===== config.mk =====
export PLATFORM = sky130hd
export DESIGN_NAME = dqs_cal_engine
export DESIGN_NICKNAME = d
export VERILOG_FILES = /design/src/rtl/dqs_cal_pkg.sv /design/src/rtl/dqs_bound_calc.sv /design/src/rtl/dqs_lane_centre.sv /design/src/rtl/dqs_probe_word.sv /design/src/rtl/dqs_cal_engine.sv
export SDC_FILE = /design/constraint.sdc
export NUM_CORES = 1
export LEC_CHECK = 0
export BUFFER_PORTS_ARGS = -buffer_cell sky130_fd_sc_hd__clkbuf_2
export CAP_MARGIN = 20
export CORE_ASPECT_RATIO = 1.75
export CORE_MARGIN = 1
export CORE_UTILIZATION = 50
export CTS_CLUSTER_SIZE = 10
export DETAILED_ROUTE_END_ITERATION = 16
export PLACE_DENSITY = 0.71
export SLEW_MARGIN = 5
export SYNTH_ARGS = -nofsm -noshare
export SYNTH_HDL_FRONTEND = slang
export SYNTH_SLANG_ARGS = --single-unit

===== constraint.sdc =====
create_clock -name clk -period 8.21 [get_ports clk]
set_clock_uncertainty 0.05 [all_clocks]
set_input_delay 2.463 -clock clk [delete_from_list [all_inputs] [get_ports clk]]
set_output_delay 2.463 -clock clk [all_outputs]
set_load 0.1 [all_outputs]

===== src/rtl/dqs_cal_pkg.sv =====
package dqs_cal_pkg;

  typedef enum logic [1:0] {
    PH_UP_C,
    PH_UP_F,
    PH_LO_C,
    PH_LO_F
  } phase_e;

  typedef enum logic [2:0] {
    ST_IDLE,
    ST_ISSUE,
    ST_WAIT,
    ST_EVAL,
    ST_CENTRE
  } state_e;

endpackage


===== src/rtl/dqs_bound_calc.sv =====
module dqs_bound_calc #(
  parameter int FW  = 4,
  parameter int REF = 8
) (
  input  logic [FW-1:0] dll_i,
  output logic [FW:0]   bound_o
);
  localparam logic [FW:0] REF_V = (FW+1)'(REF);

  always_comb begin
    if ({1'b0, dll_i} <= REF_V) bound_o = REF_V - {1'b0, dll_i};
    else                        bound_o = '0;
  end
endmodule


===== src/rtl/dqs_lane_centre.sv =====
module dqs_lane_centre #(
  parameter int FW        = 4,
  parameter int HALF_STEP = 4,
  parameter int REBASE    = 8
) (
  input  logic [FW:0]   max_c_i,
  input  logic [FW:0]   min_c_i,
  input  logic [FW-1:0] max_f_i,
  input  logic [FW-1:0] min_f_i,
  output logic [FW-1:0] cen_c_o,
  output logic [FW-1:0] cen_f_o
);
  localparam int SW = FW + 2;
  localparam logic [SW-1:0] WRAP = SW'(1 << FW);

  logic [SW-1:0] c_sum;
  logic [SW-1:0] f_half;
  logic [SW-1:0] t_val;
  logic [SW-1:0] c_half;

  always_comb begin
    c_sum  = {1'b0, max_c_i} + {1'b0, min_c_i};
    f_half = (SW'(max_f_i) + SW'(min_f_i)) >> 1;
    c_half = c_sum >> 1;
    t_val  = (c_sum[0] ? SW'(HALF_STEP) : '0) + f_half;
    if (t_val >= WRAP) begin
      cen_c_o = FW'(c_half + 1'b1);
      cen_f_o = FW'(t_val - WRAP + SW'(REBASE));
    end else begin
      cen_c_o = FW'(c_half);
      cen_f_o = FW'(t_val);
    end
  end
endmodule


===== src/rtl/dqs_probe_word.sv =====
module dqs_probe_word #(
  parameter int FW        = 4,
  parameter int NL        = 2,
  parameter int PARK_BYTE = 8'h74,
  parameter int LIW       = 1
) (
  input  logic [LIW-1:0]     lane_i,
  input  logic [FW:0]        coarse_i,
  input  logic [FW-1:0]      fine_i,
  output logic [NL*2*FW-1:0] word_o
);
  localparam int LW = 2 * FW;
  localparam logic [LW-1:0] PARK_V = LW'(PARK_BYTE);

  logic [FW-1:0] c_sat;
  assign c_sat = coarse_i[FW] ? {FW{1'b1}} : coarse_i[FW-1:0];

  for (genvar i = 0; i < NL; i++) begin : g_lane
    assign word_o[i*LW +: LW] = (lane_i == LIW'(i)) ? {c_sat, fine_i} : PARK_V;
  end
endmodule


===== src/rtl/dqs_cal_engine.sv =====
module dqs_cal_engine
  import dqs_cal_pkg::*;
#(
  parameter int FW          = 4,
  parameter int NL          = 2,
  parameter int UP_C_START  = 7,
  parameter int LO_C_START  = 6,
  parameter int BOUND_REF   = 8,
  parameter int PARK_BYTE   = 8'h74,
  parameter int BW          = 2,
  parameter int BIAS_UP     = 3,
  parameter int BIAS_LO     = 1
) (
  input  logic                 clk,
  input  logic                 rst,
  input  logic                 start_i,
  input  logic [FW-1:0]        dll_coarse_i,
  input  logic [FW-1:0]        dll_fine_i,
  output logic                 test_req_o,
  output logic [BW-1:0]        test_bias_o,
  input  logic                 test_done_i,
  input  logic                 test_pass_i,
  output logic [NL*2*FW-1:0]   dly_word_o,
  output logic                 busy_o,
  output logic                 done_o,
  output logic [NL*(FW+1)-1:0] max_c_o,
  output logic [NL*FW-1:0]     max_f_o,
  output logic [NL*(FW+1)-1:0] min_c_o,
  output logic [NL*FW-1:0]     min_f_o
);
  localparam int CW  = FW + 1;
  localparam int LW  = 2 * FW;
  localparam int RW  = NL * LW;
  localparam int LIW = (NL > 1) ? $clog2(NL) : 1;
  localparam logic [CW-1:0]  C_FMAX    = CW'((1 << FW) - 1);
  localparam logic [CW-1:0]  C_UPST    = CW'(UP_C_START);
  localparam logic [CW-1:0]  C_LOST    = CW'(LO_C_START);
  localparam logic [FW-1:0]  F_MAX     = {FW{1'b1}};
  localparam logic [LIW-1:0] LAST_LANE = LIW'(NL - 1);
  localparam logic [RW-1:0]  PARK_WORD = {NL{LW'(PARK_BYTE)}};

  state_e   state_q;
  phase_e   phase_q;
  logic [LIW-1:0] lane_q;
  logic [CW-1:0]  t_q;
  logic           pass_q;
  logic [FW-1:0]  dllc_q, dllf_q;
  logic [CW-1:0]  bnd_c, bnd_f;

  logic [CW-1:0]  maxc_q [NL];
  logic [FW-1:0]  maxf_q [NL];
  logic [CW-1:0]  minc_q [NL];
  logic [FW-1:0]  minf_q [NL];

  logic [CW-1:0]  csel;
  logic [FW-1:0]  fsel;
  logic [RW-1:0]  probe_word;
  logic [RW-1:0]  final_word;

  dqs_bound_calc #(.FW(FW), .REF(BOUND_REF)) u_bnd_c (.dll_i(dllc_q), .bound_o(bnd_c));
  dqs_bound_calc #(.FW(FW), .REF(BOUND_REF)) u_bnd_f (.dll_i(dllf_q), .bound_o(bnd_f));

  always_comb begin
    case (phase_q)
      PH_UP_C: begin csel = t_q;            fsel = F_MAX;         end
      PH_UP_F: begin csel = maxc_q[lane_q]; fsel = t_q[FW-1:0];   end
      PH_LO_C: begin csel = t_q;            fsel = '0;            end
      default: begin csel = minc_q[lane_q]; fsel = t_q[FW-1:0];   end
    endcase
  end

  dqs_probe_word #(.FW(FW), .NL(NL), .PARK_BYTE(PARK_BYTE), .LIW(LIW)) u_probe (
    .lane_i  (lane_q),
    .coarse_i(csel),
    .fine_i  (fsel),
    .word_o  (probe_word)
  );

  for (genvar i = 0; i < NL; i++) begin : g_lane
    logic [FW-1:0] cc, cf;
    dqs_lane_centre #(.FW(FW)) u_centre (
      .max_c_i(maxc_q[i]),
      .min_c_i(minc_q[i]),
      .max_f_i(maxf_q[i]),
      .min_f_i(minf_q[i]),
      .cen_c_o(cc),
      .cen_f_o(cf)
    );
    assign final_word[i*LW +: LW] = {cc, cf};
    assign max_c_o[i*CW +: CW]    = maxc_q[i];
    assign min_c_o[i*CW +: CW]    = minc_q[i];
    assign max_f_o[i*FW +: FW]    = maxf_q[i];
    assign min_f_o[i*FW +: FW]    = minf_q[i];
  end

  always_ff @(posedge clk) begin
    if (rst) begin
      state_q     <= ST_IDLE;
      phase_q     <= PH_UP_C;
      lane_q      <= '0;
      t_q         <= '0;
      pass_q      <= 1'b0;
      dllc_q      <= '0;
      dllf_q      <= '0;
      dly_word_o  <= '0;
      test_req_o  <= 1'b0;
      test_bias_o <= '0;
      busy_o      <= 1'b0;
      done_o      <= 1'b0;
      for (int i = 0; i < NL; i++) begin
        maxc_q[i] <= '0;
        maxf_q[i] <= '0;
        minc_q[i] <= '0;
        minf_q[i] <= '0;
      end
    end else begin
      done_o     <= 1'b0;
      test_req_o <= 1'b0;
      case (state_q)
        ST_IDLE: begin
          if (start_i) begin
            busy_o     <= 1'b1;
            lane_q     <= '0;
            phase_q    <= PH_UP_C;
            t_q        <= C_UPST;
            dllc_q     <= dll_coarse_i;
            dllf_q     <= dll_fine_i;
            dly_word_o <= PARK_WORD;
            state_q    <= ST_ISSUE;
          end
        end
        ST_ISSUE: begin
          dly_word_o  <= probe_word;
          test_req_o  <= 1'b1;
          test_bias_o <= (phase_q == PH_UP_C || phase_q == PH_UP_F) ?
                         BW'(BIAS_UP) : BW'(BIAS_LO);
          state_q     <= ST_WAIT;
        end
        ST_WAIT: begin
          if (test_done_i) begin
            pass_q     <= test_pass_i;
            dly_word_o <= PARK_WORD;
            state_q    <= ST_EVAL;
          end
        end
        ST_EVAL: begin
          state_q <= ST_ISSUE;
          case (phase_q)
            PH_UP_C: begin
              if (!pass_q || t_q == C_FMAX) begin
                maxc_q[lane_q] <= pass_q ? t_q + 1'b1 : t_q;
                phase_q        <= PH_UP_F;
                t_q            <= '0;
              end else begin
                t_q <= t_q + 1'b1;
              end
            end
            PH_UP_F: begin
              if (!pass_q || t_q == C_FMAX) begin
                if (!pass_q && t_q == '0) begin
                  maxc_q[lane_q] <= maxc_q[lane_q] - 1'b1;
                  maxf_q[lane_q] <= F_MAX;
                end else if (!pass_q) begin
                  maxf_q[lane_q] <= FW'(t_q - 1'b1);
                end else begin
                  maxf_q[lane_q] <= F_MAX;
                end
                phase_q <= PH_LO_C;
                t_q     <= C_LOST;
              end else begin
                t_q <= t_q + 1'b1;
              end
            end
            PH_LO_C: begin
              if (!pass_q || t_q == bnd_c || t_q < bnd_c + 1'b1) begin
                minc_q[lane_q] <= (!pass_q || t_q == bnd_c) ? t_q : t_q - 1'b1;
                phase_q        <= PH_LO_F;
                t_q            <= C_FMAX;
              end else begin
                t_q <= t_q - 1'b1;
              end
            end
            default: begin
              if (!pass_q || t_q == bnd_f) begin
                if (!pass_q && t_q == C_FMAX) begin
                  minc_q[lane_q] <= minc_q[lane_q] + 1'b1;
                  minf_q[lane_q] <= '0;
                end else if (!pass_q) begin
                  minf_q[lane_q] <= FW'(t_q + 1'b1);
                end else begin
                  minf_q[lane_q] <= t_q[FW-1:0];
                end
                if (lane_q == LAST_LANE) begin
                  state_q <= ST_CENTRE;
                end else begin
                  lane_q  <= lane_q + 1'b1;
                  phase_q <= PH_UP_C;
                  t_q     <= C_UPST;
                end
              end else begin
                t_q <= t_q - 1'b1;
              end
            end
          endcase
        end
        ST_CENTRE: begin
          dly_word_o <= final_word;
          done_o     <= 1'b1;
          busy_o     <= 1'b0;
          state_q    <= ST_IDLE;
        end
        default: state_q <= ST_IDLE;
      endcase
    end
  end
endmodule


Yosys cells after proc, flatten, opt, wreduce, memory -nomap -nowiden

Memory sizes are Yosys's and may differ from the RTL's. A register that Yosys moved wholly into a read port is not among the register bits.
Index checks and enable logic that the tools add are counted.

Flip-flop bits (word level): 41
Bits in writable memories: 36
Output and inout bits: 57
Logic and storage cells: 216
Memories kept: 4

$add $sub $neg: 20
Order comparisons: 5
Eq/ne operators: 19
Multiplexer cells: 122
Bitwise operators: 6
Reductions and logical operators: 28

Memories:

| name   | words | bits a word | rd ports | clocked after memory_dff | wr ports | line                 | text |
|---|---|---|---|---|---|---|---|
| maxc_q | 2     | 5           | 3        | 1                        | 2        | dqs_cal_engine.sv:50 | `logic [CW-1:0] maxc_q [NL];` |
| minc_q | 2     | 5           | 3        | 1                        | 2        | dqs_cal_engine.sv:52 | `logic [CW-1:0] minc_q [NL];` |
| maxf_q | 2     | 4           | 2        | 0                        | 2        | dqs_cal_engine.sv:51 | `logic [FW-1:0] maxf_q [NL];` |
| minf_q | 2     | 4           | 2        | 0                        | 2        | dqs_cal_engine.sv:53 | `logic [FW-1:0] minf_q [NL];` |

Operators by type and width:

| cell                | number |
|---|---|
| $mux 5              | 14 |
| $mux 1              | 69 |
| $pmux 16 s4         | 1 |
| $mux 4              | 11 |
| $mux 16             | 2 |
| $mux 3              | 7 |
| $pmux 5 s2          | 2 |
| $mux 8              | 2 |
| $add 5x1->5 const B | 3 |
| $pmux 5 s3          | 1 |
| $mux 2              | 7 |
| $ge 6x5->1 const B  | 2 |
| $pmux 3 s4          | 1 |
| $add 3x4->5         | 2 |
| $add 4x4->5         | 2 |
| $add 5x5->5         | 2 |
| $eq 5x5->1          | 2 |
| $ne 5x5->1 const B  | 2 |
| $reduce_or 5->1     | 2 |
| $sub 4x4->5 const A | 2 |
| $sub 5x1->5 const B | 2 |
| $ne 3x3->1 const B  | 3 |
| $add 4x1->4 const B | 2 |
| $add 4x4->4 const B | 2 |
| other kinds (32)    | 55 |

Logic depth before layout (Yosys ltp)

Depth after elaboration: 13
Gate-level depth with buffers: 15
Mapped depth without buffers: 13

By module

A second synthesis with hierarchy kept.

Cells, all modules: 618
Area, all modules: 5547.8 sq um

By module, submodules not included:

| module          | instances | cells each | area an instance (sq um) |
|---|---|---|---|
| dqs_cal_engine  | 1         | 491        | 4516.8 |
| dqs_lane_centre | 2         | 39         | 360.3 |
| dqs_bound_calc  | 2         | 16         | 96.3 |
| dqs_probe_word  | 1         | 17         | 117.6 |

Least setup slack after synthesis

OpenSTA, ideal clock, no wires.

Path type: input to register
Start: in rst
End: mem maxc_q[1][0] in the netlist's numbering, enable pin
Library setup time: 0.316 ns
Arrival: 3.692 ns
Required time: 7.844 ns
Slack: 4.152 ns
Cell stages on the path: 6
Path buffers: 0
Cells stage by stage: nor3_1 -> nand2_1 -> nor3_1 -> a21o_1 -> nand2_1 -> nand2b_1

RTL lines:

| what            | line                 | text |
|---|---|---|
| start, declared | dqs_cal_engine.sv:15 | `input logic rst,` |
| end, declared   | dqs_cal_engine.sv:50 |  |

==> impl_metrics.toml <==
[setup_path]
crit_arrival_ns = 4.46
crit_path_end_kind = "flip-flop"
worst_ep_required_time_ns = 8.19
crit_path_max_fanout = 50
crit_path_start_kind = "primary input"
crit_type = "in -> reg"

[synthesis]
synth_seq_cells = 78
synth_flop_cell = "dfxtp_1"
synth_area_sq_mm = 0.005339
synthDistinctLibCells = 67
syn_inst = 608
syn_nets = 660
synth_edf_count = 36
async_flop_share = 0
ys_seq_area_frac = 0.3600
ys_warn_count = 0
synth.avg_cell_area_sq_um = 8.781

[clock_network]
cts_sinks = 78
cts_buffers = 9
cts_buffer_depth = 2
cts_hold_buf = 0
post_cts_buffers = 0
cts_resized = 0
clk_latency_ns = 0.35
cts_tree = "yes"
cts.clk_slew.worst_paths_ns = 0.06
cts_max_level = 3
root_buffer = "clkbuf_16"

[die]
initial_utilization = 0.5183
die_w_um = 80.11
num_rows = 49
die_h_um = 138.7
die_area_sq_mm = 0.01111
core_sq_mm = 0.01030
io-pin-count = 70

[global_routing]
antenna_found_initial = 0
overflow = 0
grt_start_max_net_pins = 51
grt_use_total = 0.2762
grt_pass1_wl_mm = 23.27
grt_pass1_vias = 4612
gr-usage-met3 = 0.04605
grtUsageMet2 = 0.4818
grtUsageMet1 = 0.2967
top_usage_layer = "met2"

[cells_and_area]
syn2layout_area_growth_pct = 12.56
final_layout_size_suffix_gt1_frac = 0.1606
mostFrequentLayoutCells = "nor2_1 (70), clkbuf_2 (69), a21oi_1 (62)"
n_antenna_cell = 0
nFillCells = 956
fin_nets = 707
final_common_cell = "nor2_1"

[job]
cap_violations = 0

[timing]
rsz0062_at_grt = "no"
finalSetupViolations = 0
max_slew_margin = 0.3119
fmax_mhz = 223.6
final_max_slew_viol_count = 0
fin_crit_ns = 4.473
worst_pin_slew_ns = 1.021
finalSetupTns_ns = 0
hold_viol = 0
finalWorstSetupSlack_ns = 3.737
hold-worst-slack_ns = 0.4160
timing.final.crit_share = 0.5448

[worst_hold_path]
hold_path.class = "reg -> reg"

[power]
finalPower_w = 0.001240
irDropWorstVdd_mv = 0.1889
power_leakage_nw = 2.394
power_density_mw_per_mm2 = 206.4

[route]
first_iter_violations = 282
post-route-drc-count = 0
drtAntennaViolNets = 0
post_drt_wl_per_cell_um = 18.67
vias = 4846
wirelength_mm = 14.69
viasPerCell = 6.158
drt-pass1-iter-count = 5

[placed_design]
dp_slack_ns = 3.436
place_hpwl_mm = 11.19
port_buffers = 69
gp_congestion = 0.9328

[run_status]
status = "finished, final reports clean"
power breakdown:
| part | internal, W | switching (W) | total [W] |
|---|---|---|---|
| Clock | 0.000239 | 0.000170 | 0.000408 |
| Combinational | 0.0000962 | 0.000269 | 0.000365 |
| Sequential | 0.000431 | 0.0000358 | 0.000467 |
synthesized netlist by cell type (all sizes together), types with 15 or more instances:
library cell	number	area [sq um]
a21oi	63	319.1
clkbuf	26	97.59
dfxtp	42	840.8
edfxtp	36	1081
ha	35	437.9
inv	15	56.30
nand2	52	195.2
nand2b	20	125.1
nor2	70	262.8
nor3	15	75.07
o21ai	25	125.1
xnor2	32	280.3
final timing paths:
check	startpoint	endpoint	slack, ns	cells past startpoint
setup / recovery	rst	maxc_q[1][1]$_SDFFCE_PN0P_	3.74	8
hold reg to reg	busy_o$_SDFFE_PP0P_	busy_o$_SDFFE_PP0P_	0.42	2
hold / removal	busy_o$_SDFFE_PP0P_	busy_o$_SDFFE_PP0P_	0.42	2
setup reg to reg	t_q[0]$_SDFFE_PP0P_	minc_q[0][3]$_SDFFCE_PN0P_	3.99	8
through the flow:
step           cells  area (sq um)  utilization
2_1_floorplan    608          5339            -
3_3_place_gp     771          5705       0.5539
3_5_place_dp     771          5705       0.5539
4_1_cts          787          6010       0.5835
5_1_grt          787          6010       0.5835
6_report         787          6010       0.5835
critical path, stage by stage:
cell	delay, ns
clkbuf_2	0.08
buf_4	0.28
nor3_1	0.29
nand2_1	0.14
nor3_1	0.64
a21o_1	0.17
nand2_1	0.13
nand2b_1	0.26
sequential cells by signal (all words and copies together) (netlist names), named ones only:
| register | count |
|---|---|
| minf_q | 8 |
| phase_q | 2 |
| t_q | 5 |
| minc_q | 10 |
| test_req_o | 1 |
| lane_q | 1 |
| dllf_q | 4 |
| maxf_q | 8 |
| dly_word_o | 16 |
| dllc_q | 4 |
| pass_q | 1 |
| busy_o | 1 |
| test_bias_o | 2 |
| state_q | 3 |
| maxc_q | 10 |
| done_o | 1 |
area by class of cell:
cell class	count	area, sq um	share of cell area
clock buffer	9	225.2	0.03748
tap	127	158.9	0.02644
timing repair buffer	71	360.3	0.05996
sequential	78	1922	0.3198
clock inverter	7	78.83	0.01312
inverter	18	67.56	0.01124
multi-input combinational	477	3197	0.5320
kinds of logic (layout without fill, tap and decap cells):
group	after synthesis	count (layout)	share of synthesized area
multiplexers	14	14	0.02789
buffers and inverters	53	105	0.04124
AND/OR/NAND/NOR	216	216	0.1997
adder cells (fa/ha/maj)	39	39	0.09702
flip-flops	78	78	0.3600
XOR/XNOR	41	41	0.06726
AO/OA/AOI/OAI	167	167	0.2069
routing by layer:
layer	share of wire	vias to the layer above
met3	0.044	58
li1	-	2308
met2	0.52	166
met4	0.065	0
met1	0.37	2314
met5	0	-
Note: power is estimated with default switching activity, not from simulation.
